File: src/rtl/l2hash_pkg.sv
// Package l2hash_pkg
// Shared widths and the per-slice rotation table for the bucket hash.
// Assumes slice indices are small integers (0..NSLICE-1).
package l2hash_pkg;

    localparam int DEF_MAC_W = 48;
    localparam int DEF_VID_W = 12;
    localparam int DEF_IDX_W = 11;

    // Number of low slice bits moved to the top in rotated mode; 0 = no rotation.
    function automatic int rot_low_bits(input int slice_no);
        case (slice_no)
            1:       return 5;
            3:       return 6;
            4:       return 7;
            default: return 0;
        endcase
    endfunction

endpackage

File: src/rtl/l2hash_seed.sv
// Module l2hash_seed
// Joins address and VLAN identifier into the seed and pads it with zeros
// up to a whole number of slices. Purely combinational.
module l2hash_seed #(
    parameter int MAC_W = 48,
    parameter int VID_W = 12,
    parameter int PAD_W = 66
) (
    input  logic [MAC_W-1:0] mac,
    input  logic [VID_W-1:0] vid,
    output logic [PAD_W-1:0] seed_pad
);

    localparam int SEED_W = MAC_W + VID_W;

    // Choose padded or exact-fit seed layout.
    generate
        if (PAD_W > SEED_W) begin : g_pad
            assign seed_pad = {{(PAD_W - SEED_W){1'b0}}, mac, vid};
        end else begin : g_exact
            assign seed_pad = {mac, vid};
        end
    endgenerate

endmodule

File: src/rtl/l2hash_slice.sv
// Module l2hash_slice
// Passes one seed slice through, or rotates it so that its LOW_N low bits
// move to the top, when rot_en is set. LOW_N = 0 builds a plain wire.
module l2hash_slice #(
    parameter int IDX_W = 11,
    parameter int LOW_N = 0
) (
    input  logic [IDX_W-1:0] raw,
    input  logic             rot_en,
    output logic [IDX_W-1:0] sliced
);

    // Pick the structure from the rotation amount.
    generate
        if (LOW_N > 0 && LOW_N < IDX_W) begin : g_rot
            logic [IDX_W-1:0] rotated;
            assign rotated = {raw[LOW_N-1:0], raw[IDX_W-1:LOW_N]};
            assign sliced  = rot_en ? rotated : raw;
        end else begin : g_plain
            logic unused_en;
            assign unused_en = rot_en;
            assign sliced    = raw;
        end
    endgenerate

endmodule

File: src/rtl/l2hash_fold.sv
// Module l2hash_fold
// XOR-reduces NSLICE prepared slices into one bucket number.
module l2hash_fold #(
    parameter int IDX_W  = 11,
    parameter int NSLICE = 6
) (
    input  logic [NSLICE-1:0][IDX_W-1:0] slices,
    output logic [IDX_W-1:0]             folded
);

    // XOR every slice into the result.
    always_comb begin
        folded = '0;
        for (int k = 0; k < NSLICE; k++) begin
            folded = folded ^ slices[k];
        end
    end

endmodule

File: src/rtl/l2_bucket_hash.sv
// Module l2_bucket_hash
// Hashes {mac, vid} into a bucket number with a plain or rotated XOR fold,
// registered once. Assumes a synchronous active-low reset, and that the key
// is only meaningful while req_valid is high.
module l2_bucket_hash #(
    parameter int MAC_W = l2hash_pkg::DEF_MAC_W,
    parameter int VID_W = l2hash_pkg::DEF_VID_W,
    parameter int IDX_W = l2hash_pkg::DEF_IDX_W
) (
    input  logic             clk,
    input  logic             rst_n,
    input  logic             req_valid,
    input  logic [MAC_W-1:0] req_mac,
    input  logic [VID_W-1:0] req_vid,
    input  logic             rotate_mode,
    output logic             hash_valid,
    output logic [IDX_W-1:0] hash_index
);

    localparam int SEED_W = MAC_W + VID_W;
    localparam int NSLICE = (SEED_W + IDX_W - 1) / IDX_W;
    localparam int PAD_W  = NSLICE * IDX_W;

    logic [PAD_W-1:0]             seed_pad;
    logic [NSLICE-1:0][IDX_W-1:0] prepared;
    logic [IDX_W-1:0]             folded;

    l2hash_seed #(
        .MAC_W (MAC_W),
        .VID_W (VID_W),
        .PAD_W (PAD_W)
    ) seed_i (
        .mac      (req_mac),
        .vid      (req_vid),
        .seed_pad (seed_pad)
    );

    // One slice unit per seed slice, each with its own rotation amount.
    generate
        for (genvar k = 0; k < NSLICE; k++) begin : g_slice
            l2hash_slice #(
                .IDX_W (IDX_W),
                .LOW_N (l2hash_pkg::rot_low_bits(k))
            ) slice_i (
                .raw    (seed_pad[k*IDX_W +: IDX_W]),
                .rot_en (rotate_mode),
                .sliced (prepared[k])
            );
        end
    endgenerate

    l2hash_fold #(
        .IDX_W  (IDX_W),
        .NSLICE (NSLICE)
    ) fold_i (
        .slices (prepared),
        .folded (folded)
    );

    // Output register: valid follows the strobe, index loads only on valid.
    always_ff @(posedge clk) begin
        if (!rst_n) begin
            hash_valid <= 1'b0;
            hash_index <= '0;
        end else begin
            hash_valid <= req_valid;
            if (req_valid) begin
                hash_index <= folded;
            end
        end
    end

endmodule

File: config.mk
export PLATFORM = sky130hd
export DESIGN_NAME = l2_bucket_hash
export DESIGN_NICKNAME = d
export VERILOG_FILES = /design/src/rtl/l2hash_pkg.sv /design/src/rtl/l2hash_seed.sv /design/src/rtl/l2hash_slice.sv /design/src/rtl/l2hash_fold.sv /design/src/rtl/l2_bucket_hash.sv
export SDC_FILE = /design/constraint.sdc
export NUM_CORES = 1
export LEC_CHECK = 0
export ABC_AREA = 1
export BUFFER_PORTS_ARGS = -buffer_cell sky130_fd_sc_hd__buf_2
export CAP_MARGIN = 20
export CORE_MARGIN = 4
export CORE_UTILIZATION = 43
export CTS_CLUSTER_SIZE = 10
export DETAILED_ROUTE_END_ITERATION = 12
export PLACE_DENSITY_LB_ADDON = 0.2
export SYNTH_ARGS = -nofsm -noshare
export SYNTH_HDL_FRONTEND = slang
export SYNTH_SLANG_ARGS = --single-unit
File: constraint.sdc
create_clock -name clk -period 1.4 [get_ports clk]
set_input_delay 0.28 -clock clk [delete_from_list [all_inputs] [get_ports clk]]
set_output_delay 0.28 -clock clk [all_outputs]
set_load 0.02 [all_outputs]
# After elaboration in Yosys (flattened, before gate mapping)
# Index checks and enable logic that the tools add are counted.
# W data, S select, Z words.
# word_totals
register_bits	12
input_bits	64
out_inout_bits	12
elab_cells	10
# classes
mux	3
n_bitwise	5
# op_table
op	n
$xor A11 B11 Y11	4
$mux W11	3
$xor A11 B5 Y11	1

# Longest topological paths before layout
# Gate-level depths: netlist (run 1).
# depth
depth_word	6
depth_mapped	11
ltp_nobuf	11

# Hierarchy
# A second synthesis (run 1) with hierarchy kept.
# hier_totals
cells_unflattened	555
area_unflattened_um2	2865.2
# modules_own_cells
module	instances	cells_each	area_each_um2	seq_area_each_um2
l2hash_fold	1	275	1197.4	0.0
l2hash_seed	1	67	499.2	0.0
l2_bucket_hash	1	72	481.7	240.2
l2hash_slice (g_slice[1].slice_i ...)	3	36	146.4	0.0
l2hash_slice (g_slice[0].slice_i ...)	3	11	82.6	0.0

# Worst setup path before layout (run 1)
# Ideal clock, no wire load.
# synth_timing
kind	input -> register
startpoint	input port rotate_mode
endpoint	register hash_index[8]
setup_time_ps	109
arrival_ps	1061
required_ps	1291
path_slack_ps	231
stages	10
n_path_buf	2
path_cell_list	buf_6 buf_12 nand2_2 o21ai_2 nor2_1 nor2_1 nand2_1 nand3_1 nand2_1 inv_1
# synth_via
elab_chain_len	6
elab_cells_between_ends	8
classes_between	mux (3); bitwise (5)
# synth_lines
item	line	source
from (decl)	l2_bucket_hash.sv:15	input logic rotate_mode,
$mux W11	l2hash_slice.sv:18	assign sliced = rot_en ? rotated : raw;
$xor A11 B11 Y11 (3 in series)	l2hash_fold.sv:15	folded = folded ^ slices[k];
$xor A11 B11 Y11 *	l2hash_fold.sv:15	
$xor A11 B5 Y11 *	l2hash_fold.sv:15	
to (signal assigned)	l2_bucket_hash.sv:68	hash_index <= folded;
to (decl)	l2_bucket_hash.sv:17	output logic [IDX_W-1:0] hash_index
# Mark *: on every way between the ends. The rest lies on a longest branch, timed or not.
# A chain may end at the register's enable or synchronous reset.

# Final worst setup path (run 1)
# layout_timing
startpoint	input port rotate_mode
endpoint	register hash_index[1]
# Same word-level chain as after synthesis.

==> impl_metrics.py, run 1 <==
metrics = {
    "placement": {
        "place_inst": 467,
        "hpwl_um": 4033,
        "place_area_sq_mm": 0.002213,
        "io_buffers": 75,
        "place_congestion": 0.8571,
    },
    "logic_synthesis": {
        "synth_area_per_cell_sq_um": 5.185,
        "synth_top_family_by_area": "simple AND/OR/NAND/NOR gates",
        "synthCells": 347,
        "synth.distinct_cells": 22,
        "synth_compound_area_frac": 0.05007,
        "synth-seq-cells": 12,
        "synthAdderAreaFrac": 0,
        "ys_async_sr_fraction": 0,
        "ys_seq_area_frac": 0.1335,
        "ys_warn_count": 0,
        "synthXorXnorAreaFrac": 0.08762,
        "synth-main-ff-cell": "dfxtp_1",
        "synth_edf_count": 0,
        "syn_area_sq_mm": 0.001799,
        "synthMuxAreaShare": 0,
        "synthSimpleGateAreaFrac": 0.5654,
        "synth_nets": 411,
    },
    "detailed_routing": {
        "met2_length_um": 2260,
        "via_count": 2158,
        "drt-met1-wl_um": 2089,
        "drt-total-wl_um": 4765,
        "drt_iter0_markers": 100,
        "ant_nets": 0,
        "wl_met3_um": 365,
        "dr.pass1.iters": 4,
        "via_per_inst": 4.591,
        "highest_layer": "met4",
        "drc_errors": 0,
        "wl_per_cell_um": 10.14,
    },
    "setup_path": {
        "worstSetupPathType": "primary input to flip-flop",
        "path_max_fanout": 23,
        "reg2reg_slack_ns": 0.71,
        "startpoint_type": "primary input",
        "critPathArrivalTime_ns": 1.28,
        "reg2reg_depth": 2,
        "cp_data_required_time_ns": 1.54,
        "rr_startpoint": "hash_index[0]$_SDFFE_PN0P_",
        "cp-end-kind": "flip-flop",
        "r2r_end": "hash_index[0]$_SDFFE_PN0P_",
    },
    "floorplan": {
        "die_w_um": 72.69,
        "dieArea_sq_mm": 0.005283,
        "num_rows": 23,
        "start_util": 0.4466,
        "core_area_sq_mm": 0.004029,
        "die_h_um": 72.69,
        "io_pins": 76,
    },
    "grt": {
        "grtUsageTotal": 0.1819,
        "grt_max_degree": 47,
        "grt_pass1_vias": 1846,
        "grt_overflow": 0,
        "grt_pass1_wl_um": 7803,
        "antenna_found_initial": 0,
    },
    "cts": {
        "cts_buffers": 3,
        "post_cts_buffers": 0,
        "cts-hold-fix-buffers": 0,
        "post_cts_resize_count": 0,
        "clk_pin_slew_ns": 0.05,
        "cts_max_level": 1,
        "clockBufferDepth": 2,
        "numClockSinks": 12,
        "cts_root_buf": "clkbuf_8",
        "worst_skew_pair.late_latency_ns": 0.24,
        "cts_tree": "done",
    },
    "sta": {
        "min_period_ns": 1.141,
        "max_freq_ghz": 0.8765,
        "maxSlewViolCount": 0,
        "fin_skew_ns": 0,
        "hold_violations": 0,
        "tightestPinTransition_ns": 0.3250,
        "finalCritPeriodShare": 0.8149,
        "setup_tns_ns": 0,
        "rsz0062_at_grt": "false",
        "setup_violations": 0,
        "slew_headroom": 0.7828,
    },
    "pwr": {
        "p_int_mw": 0.8690,
        "p_switching_mw": 0.5786,
        "static-leakage-power_nw": 1.516,
        "swShare": 0.3997,
        "pwr-share-clk": 0.214,
        "ir_worst_vdd_v": 0.0003785,
        "p_comb_frac": 0.512,
        "p_seq_frac": 0.275,
        "power_density_mw_per_mm2": 642.0,
    },
    "cells_and_area": {
        "diodes": 0,
        "fin_area_sq_mm": 0.002255,
        "layout_commonest_cell": "nand2_1",
        "layout_common_cells": "nand2_1 (185), buf_2 (75), inv_1 (47), nand3_1 (36)",
        "nets": 486,
        "fin_cells": 470,
        "drive_gt1_frac": 0.2595,
        "areaGrowthSynthToFinish_pct": 25.31,
    },
    "status": {
        "status": "completed",
    },
    "flow_run": {
        "max_cap_violations": 0,
    },
    "min_path": {
        "whs_endpoint": "hash_index[3]$_SDFFE_PN0P_",
        "hold_path.class": "primary input to flip-flop",
        "hold_depth": 2,
        "min_from": "req_valid",
    },
}
[power groups by stage]
stage	sequential, mW	clock (mW)	combinational (mW)
after CTS	0.398	0.322	0.746
final	0.398	0.309	0.741
after global routing	0.402	0.332	0.844
after global placement	0.404	0	0.730
after floorplan	0.452	0	0.458
after detailed placement	0.405	0	0.742
[state kept, by name (all words and copies together), names as in the netlist]
name        count
hash_index     11
hash_valid      1
[cells by family after synthesis]
family	after synthesis
AND/OR/NAND/NOR	243
buffers and inverters	62
XOR/XNOR	18
AO/OA/AOI/OAI	12
flip-flops	12
[stage by stage]
| step | setup slack [ns] | hold slack [ns] | utilization | total power, mW |
|---|---|---|---|---|
| floorplan | 0.2305 | 0.4414 | - | 0.9100 |
| global placement | 0.04074 | 0.5109 | 0.5494 | 1.134 |
| detailed placement | 0.02466 | 0.5119 | 0.5494 | 1.147 |
| CTS | 0.2742 | 0.3176 | 0.5596 | 1.466 |
| global route | 0.08993 | 0.3205 | 0.5596 | 1.577 |
| finish | 0.2591 | 0.3133 | 0.5596 | 1.448 |
[layer usage]
layer  GRT usage  up-vias
li1            -     1193
met1      0.2356      891
met2      0.3206       68
met3     0.02893        6
met4     0.03074        0
met5           0        -
[cell usage after synthesis (2+ instances only)]
cell / n / share of area
a21oi_2: 2 / 0.0097
buf_2: 3 / 0.0083
buf_8: 3 / 0.025
dfxtp_1: 12 / 0.13
inv_1: 47 / 0.098
inv_2: 4 / 0.0083
nand2_1: 185 / 0.39
nand2_2: 10 / 0.035
nand3_1: 36 / 0.10
nand3_2: 4 / 0.022
nand4_1: 4 / 0.014
nor2_1: 4 / 0.0083
o21ai_0: 2 / 0.0056
o21ai_1: 2 / 0.0056
o21ai_2: 6 / 0.029
xnor2_1: 6 / 0.029
xor2_1: 12 / 0.058
[worst max-delay path, cell delays in order]
cell	delay (ns)
buf_2	0.13
inv_2	0.13
buf_12	0.17
nand2_1	0.06
nand2_1	0.05
nand2_1	0.05
nand2_1	0.10
inv_1	0.06
nand3_1	0.07
nand3_1	0.07
nand2_1	0.06
inv_1	0.03
[worst max-delay path by stage]
stage / to / cells past startpoint / slack (ns) / from
floorplan: hash_index[8]$_SDFFE_PN0P_ / 10 / 0.23 / rotate_mode
global placement: hash_index[1]$_SDFFE_PN0P_ / 12 / 0.04 / rotate_mode
detailed placement: hash_index[1]$_SDFFE_PN0P_ / 12 / 0.02 / rotate_mode
CTS: hash_index[1]$_SDFFE_PN0P_ / 12 / 0.27 / rotate_mode
global route: hash_index[1]$_SDFFE_PN0P_ / 12 / 0.09 / rotate_mode
finish: hash_index[1]$_SDFFE_PN0P_ / 12 / 0.26 / rotate_mode
[cell type report]
cell class	count	area, sq um
Inverter	52	195.2
Fill cell	450	1774
Sequential cell	12	240.2
Multi-Input combinational cell	273	1265
Tap cell	50	62.56
Timing Repair Buffer	80	450.4
Clock buffer	3	41.29
No activity file was read; power rests on OpenSTA's default activity.
==> run 2: changes to the inputs <==
ABC_AREA = 0   (was 1)
CORE_UTILIZATION = 38   (was 43)
clock period = 1 ns   (was 1.4 ns; I/O delays follow)
==> run 2 against run 1 <==
Against the previous run:
- the flow now finishes with violations (setup timing)
- global-route usage decreased by 3.7 points
- sequential share of layout area increased by 2.9 points
- die area decreased by 23%
- clock power decreased by 10%
- flip-flop and latch count unchanged
- sequential power increased by 43%
- clock skew unchanged
- final cell count decreased by 46%
- critical path depth decreased by 4
- synthesized cell count decreased by 63%
- first-iteration DRC count decreased by 67%
- largest power group unchanged
==> impl_metrics.py, run 2 <==
metrics = {
    "cts": {
        "cts_buffers": 3,
        "clockBufferDepth": 2,
        "worst_skew_pair.late_latency_ns": 0.26,
        "cts_tree": "done",
        "cts_root_buf": "clkbuf_4",
        "numClockSinks": 12,
        "clk_pin_slew_ns": 0.07,
        "cts_max_level": 1,
    },
    "setup_path": {
        "path_cells": "buf_8 -> buf_12 -> buf_4 -> mux2i_1 -> xnor2_1 -> xnor2_1 -> mux2i_1 -> nor2b_1",
        "cp-end-kind": "flip-flop",
        "cp_top_family": "buffers and inverters",
        "worst-path-buf-inv": 3,
        "startpoint_type": "primary input",
        "path_max_fanout": 6,
        "slowest_stage": "mux2i_1",
        "cp_data_required_time_ns": 1.16,
        "worstSetupPathType": "primary input to flip-flop",
        "worst_path_largest_cell_delay_ns": 0.19,
        "critical_path_depth": 8,
        "reg2reg_depth": 2,
        "critPathArrivalTime_ns": 1.20,
    },
    "detailed_routing": {
        "via_per_inst": 4.447,
        "via_count": 1134,
        "drt-total-wl_um": 3223,
        "dr.pass1.iters": 4,
        "drt_iter0_markers": 33,
        "drc_errors": 0,
        "ant_nets": 0,
        "wl_per_cell_um": 12.64,
    },
    "sta": {
        "hold_violations": 0,
        "maxSlewViolCount": 0,
        "max_freq_ghz": 0.9584,
        "min_period_ns": 1.043,
        "setup_violations": 5,
        "tightestPinTransition_ns": 0.3205,
        "slew_headroom": 0.7863,
        "finalCritPeriodShare": 1.043,
        "fin_skew_ns": 0,
        "fin_ws_ns": -0.04342,
        "rsz0062_at_grt": "true",
    },
    "logic_synthesis": {
        "ys_top_cells_by_area": "xnor2_1 (37%), dfxtp_1 (20%), mux2i_1 (19%)",
        "synth_edf_count": 0,
        "synth_largest_area_cell": "xnor2_1",
        "yosys.area.top_type_share": 0.3680,
        "ys_top_cells_by_count": "xnor2_1 (50), mux2i_1 (23), dfxtp_1 (12), a21oi_1 (10), xor2_1 (10)",
        "ys_async_sr_fraction": 0,
        "synth-main-ff-cell": "dfxtp_1",
        "synth-seq-cells": 12,
        "ys_warn_count": 0,
        "synth_area_per_cell_sq_um": 9.296,
        "synth.distinct_cells": 13,
        "synth_nets": 192,
        "yosysMostFrequentCell": "xnor2_1",
        "synthCells": 128,
        "ys_seq_area_frac": 0.2019,
        "syn_area_sq_mm": 0.001190,
    },
    "cells_and_area": {
        "layout_commonest_cell": "buf_2",
        "diodes": 0,
        "largest_reg_flops": 11,
        "nets": 277,
        "reg.largest.list": "hash_index x11, hash_valid x1",
        "fin_cells": 255,
        "drive_gt1_frac": 0.4550,
        "post-route-util": 0.5847,
        "regMostFlops": "hash_index",
        "areaGrowthSynthToFinish_pct": 48.79,
        "layout_common_cells": "buf_2 (72), xnor2_1 (49), mux2i_1 (17), dfxtp_1 (12)",
    },
    "pwr": {
        "power_density_mw_per_mm2": 1052,
        "ir_worst_vdd_v": 0.0003906,
        "static-leakage-power_nw": 0.8195,
    },
    "placement": {
        "hpwl_um": 2642,
        "place_congestion": 0.8611,
        "io_buffers": 75,
        "place_inst": 245,
    },
    "floorplan": {
        "start_util": 0.3930,
        "io_pins": 76,
        "dieArea_sq_mm": 0.004090,
        "die_h_um": 63.96,
        "die_w_um": 63.96,
        "num_rows": 20,
        "core_area_sq_mm": 0.003028,
    },
    "status": {
        "violations": "setup timing",
        "status": "finished, violations left",
    },
    "grt": {
        "antenna_found_initial": 0,
        "grt_overflow": 0,
        "grtUsageTotal": 0.1452,
        "grt_max_degree": 24,
        "grt_pass1_wl_um": 4761,
        "grt_pass1_vias": 1141,
    },
    "flow_run": {
        "max_cap_violations": 0,
    },
    "min_path": {
        "hold_depth": 3,
        "hold_path.class": "primary input to flip-flop",
    },
}
run 2: cell types whose count changed in the layout (fill, tap and decap cells not counted), sizes merged, moves of 4 or more:
cell,before,now
inv,51,0
o21ai,10,5
buf,80,84
mux2i,0,23
nand3,40,0
a21oi,2,10
xnor2,6,50
nor2b,0,6
nand2,195,0
nand4,4,0
run 2: cells by family (layout without fill, tap and decap cells):
logic type	count (synthesis)	in the layout	share of synthesized area
AO/OA/AOI/OAI	15	15	0.06309
XOR/XNOR	60	60	0.4416
buffers and inverters	6	89	0.04732
flip-flops	12	12	0.2019
multiplexers	23	23	0.1935
AND/OR/NAND/NOR	12	12	0.05258
run 2: routing by layer:
| metal | wire length [um] | track usage | vias up |
|---|---|---|---|
| met5 | 0 | 0 | - |
| met4 | 32 | 0.05660 | 0 |
| met3 | 202 | 0.01933 | 4 |
| met2 | 1735 | 0.2594 | 44 |
| met1 | 1252 | 0.1732 | 500 |
| li1 | - | - | 586 |
run 2: what timing repair did:
action | 4_1_cts | 5_1_grt
gates cloned | 0 | 2
pin swaps | 2 | 10
hold buffers | 0 | 0
endpoints found under the setup margin | 6 | 10
buffers inserted | 0 | 5
resized for setup | 1 | 11
run 2: worst min-delay path, delay by kind of cell:
kind / cells / cell delay (ns)
compound gates: 2 / 0.13
buf+inv: 1 / 0.16
run 2: final timing paths:
path         slack [ns]                  startpoint                    endpoint
min reg2reg        0.52  hash_index[9]$_SDFFE_PN0P_  hash_index[9]$_SDFFE_PN0P_
max reg2reg        0.37  hash_index[1]$_SDFFE_PN0P_  hash_index[1]$_SDFFE_PN0P_
max               -0.04                 rotate_mode  hash_index[8]$_SDFFE_PN0P_
min                0.27                       rst_n  hash_index[4]$_SDFFE_PN0P_
run 2: cell type report:
class                      instances  area (sq um)
fill                             278          1257
multi-input combinational        110         932.1
timing repair buffer              86         520.5
sequential                        12         240.2
tap                               44         55.05
clock buffer                       3         22.52
run 2: power by group:
| group | internal (mW) | total, mW | switching (mW) | leakage, nW |
|---|---|---|---|---|
| Sequential | 0.542 | 0.571 | 0.0291 | 0.0995 |
| Clock | 0.139 | 0.277 | 0.139 | 0.0138 |
| Combinational | 0.536 | 1.01 | 0.478 | 0.706 |
run 2: metrics by stage:
| stage | total power, mW | instance area, sq um | worst slack (ns) | setup TNS [ns] | hold WS, ns |
|---|---|---|---|---|---|
| 6_report | 1.863 | 1770 | -0.04342 | -0.1240 | 0.2726 |
| 5_1_grt | 1.988 | 1770 | -0.1011 | -0.4541 | 0.2758 |
| 4_1_cts | 1.805 | 1635 | -0.01665 | -0.01665 | 0.2644 |
| 3_5_place_dp | 1.521 | 1607 | -0.3349 | -3.111 | 0.5056 |
| 3_3_place_gp | 1.497 | 1607 | -0.2836 | -2.681 | 0.4911 |
| 2_1_floorplan | 1.216 | 1199 | -0.1095 | -0.7270 | 0.3282 |
==> run 3: changes to the inputs <==
==> constraint.sdc (replaced) <==
create_clock -name clk -period 1 [get_ports clk]
set_input_delay 0 -clock clk [delete_from_list [all_inputs] [get_ports clk]]
set_output_delay 0 -clock clk [all_outputs]
set_load 0.02 [all_outputs]
==> run 3 against run 2 <==
Against the previous run:
- the flow now finishes without violations
- utilization fell by 4.2 points
- critical path depth fell by 1
- first-iteration DRC count fell by 73%
- combinational power fell by 8%
==> impl_metrics.py, run 3 (synthesized netlist as in run 2, its figures left out) <==
metrics = {
    "status": {
        "status": "completed",
    },
    "cts": {
        "post_cts_resize_count": 0,
        "cts-hold-fix-buffers": 0,
        "worst_skew_pair.late_latency_ns": 0.27,
        "clk_pin_slew_ns": 0.08,
        "cts_buffers": 3,
        "clockBufferDepth": 2,
        "cts_tree": "done",
        "numClockSinks": 12,
        "cts_root_buf": "clkbuf_4",
        "cts_max_level": 1,
        "post_cts_buffers": 0,
    },
    "sta": {
        "fin_hold_ws_ns": 0.06743,
        "finalCritPeriodShare": 0.8599,
        "slew_headroom": 0.7705,
        "max_freq_ghz": 1.163,
        "setup_violations": 0,
        "hold_violations": 0,
        "fin_skew_ns": 0,
        "min_period_ns": 0.8599,
        "fin_ws_ns": 0.1401,
        "rsz0062_at_grt": "false",
        "tightestPinTransition_ns": 0.3443,
        "setup_tns_ns": 0,
        "maxSlewViolCount": 0,
    },
    "setup_path": {
        "critPathArrivalTime_ns": 1.06,
        "worstSetupPathType": "primary input to flip-flop",
        "worst_path_largest_cell_delay_ns": 0.24,
        "reg2reg_slack_ns": 0.33,
        "cp-end-kind": "flip-flop",
        "path_max_fanout": 7,
        "slowest_stage": "mux2i_1",
        "path_cells": "buf_2 -> buf_4 -> mux2i_1 -> xnor2_1 -> xnor2_1 -> mux2i_1 -> nor2b_1",
        "reg2reg_depth": 2,
        "r2r_end": "hash_index[4]$_SDFFE_PN0P_",
        "startpoint_type": "primary input",
        "cp_data_required_time_ns": 1.20,
        "rr_startpoint": "hash_index[4]$_SDFFE_PN0P_",
    },
    "cells_and_area": {
        "areaGrowthSynthToFinish_pct": 38.07,
        "layout_common_cells": "buf_2 (75), xnor2_1 (50), mux2i_1 (23), dfxtp_1 (12)",
        "regMostFlops": "hash_index",
        "fin_cells": 249,
        "diodes": 0,
        "layout_commonest_cell": "buf_2",
        "reg.largest.list": "hash_index x11, hash_valid x1",
        "post-route-util": 0.5426,
        "largest_reg_flops": 11,
        "nets": 270,
        "drive_gt1_frac": 0.4049,
    },
    "min_path": {
        "whs_endpoint": "hash_index[0]$_SDFFE_PN0P_",
        "hold_path.class": "primary input to flip-flop",
        "hold_depth": 3,
        "min_from": "rst_n",
    },
    "pwr": {
        "power_density_mw_per_mm2": 1145,
        "static-leakage-power_nw": 0.7773,
        "ir_worst_vdd_v": 0.0004429,
    },
    "detailed_routing": {
        "drt_iter0_markers": 9,
        "ant_nets": 0,
        "dr.pass1.iters": 4,
        "wl_per_cell_um": 12.05,
        "drc_errors": 0,
        "drt-total-wl_um": 3000,
        "via_count": 1114,
        "via_per_inst": 4.474,
    },
    "grt": {
        "grt_pass1_vias": 1143,
        "grt_max_degree": 18,
        "antenna_found_initial": 0,
        "grtUsageTotal": 0.1457,
        "grt_overflow": 0,
        "grt_pass1_wl_um": 4761,
    },
    "placement": {
        "io_buffers": 75,
        "dp_worst_setup_slack_ns": -0.1526,
        "place_inst": 245,
        "place_congestion": 0.8267,
    },
    "floorplan": {
        "io_pins": 76,
        "die_w_um": 63.96,
        "num_rows": 20,
        "dieArea_sq_mm": 0.004090,
        "start_util": 0.3930,
        "die_h_um": 63.96,
        "core_area_sq_mm": 0.003028,
    },
    "flow_run": {
        "max_cap_violations": 0,
    },
}
-- run 3: area by class of cell --
class / instances / area (sq um)
Clock buffer: 4 / 36.28
Fill cell: 302 / 1385
Multi-Input combinational cell: 110 / 893.4
Sequential cell: 12 / 240.2
Tap cell: 44 / 55.05
Timing Repair Buffer: 79 / 417.9
-- run 3: worst max-delay path, delay by kind of cell --
kind                      cells  cell delay, ns
xor gates and xnor gates      2            0.32
and+or+nand+nor               1            0.12
muxes                         2            0.34
buffers and inverters         2            0.28
-- run 3: worst max-delay path by stage --
stage	from	slack [ns]	cells after the start	end
5_1_grt	rotate_mode	0.09	7	hash_index[5]$_SDFFE_PN0P_
3_5_place_dp	rotate_mode	-0.15	7	hash_index[10]$_SDFFE_PN0P_
4_1_cts	rotate_mode	0.13	7	hash_index[10]$_SDFFE_PN0P_
2_1_floorplan	rotate_mode	0.05	6	hash_index[0]$_SDFFE_PN0P_
6_report	rotate_mode	0.14	7	hash_index[10]$_SDFFE_PN0P_
3_3_place_gp	rotate_mode	-0.1	7	hash_index[9]$_SDFFE_PN0P_
-- run 3: metrics by stage --
step	power, mW	cell area, sq um
finish	1.881	1643
global route	2.016	1643
CTS	1.905	1643
detailed placement	1.519	1607
global placement	1.496	1607
floorplan	1.211	1190
-- run 3: power by group --
| part | internal, mW | switching (mW) |
|---|---|---|
| Combinational | 0.479 | 0.448 |
| Sequential | 0.542 | 0.0297 |
| Clock | 0.221 | 0.162 |
| Total | 1.24 | 0.640 |
-- run 3: routing by layer --
layer	vias to the layer above	wire length, um	GRT usage
met1	488	1250	0.1740
met4	0	21	0.04852
li1	573	-	-
met3	2	259	0.02988
met5	-	0	0
met2	51	1468	0.2568
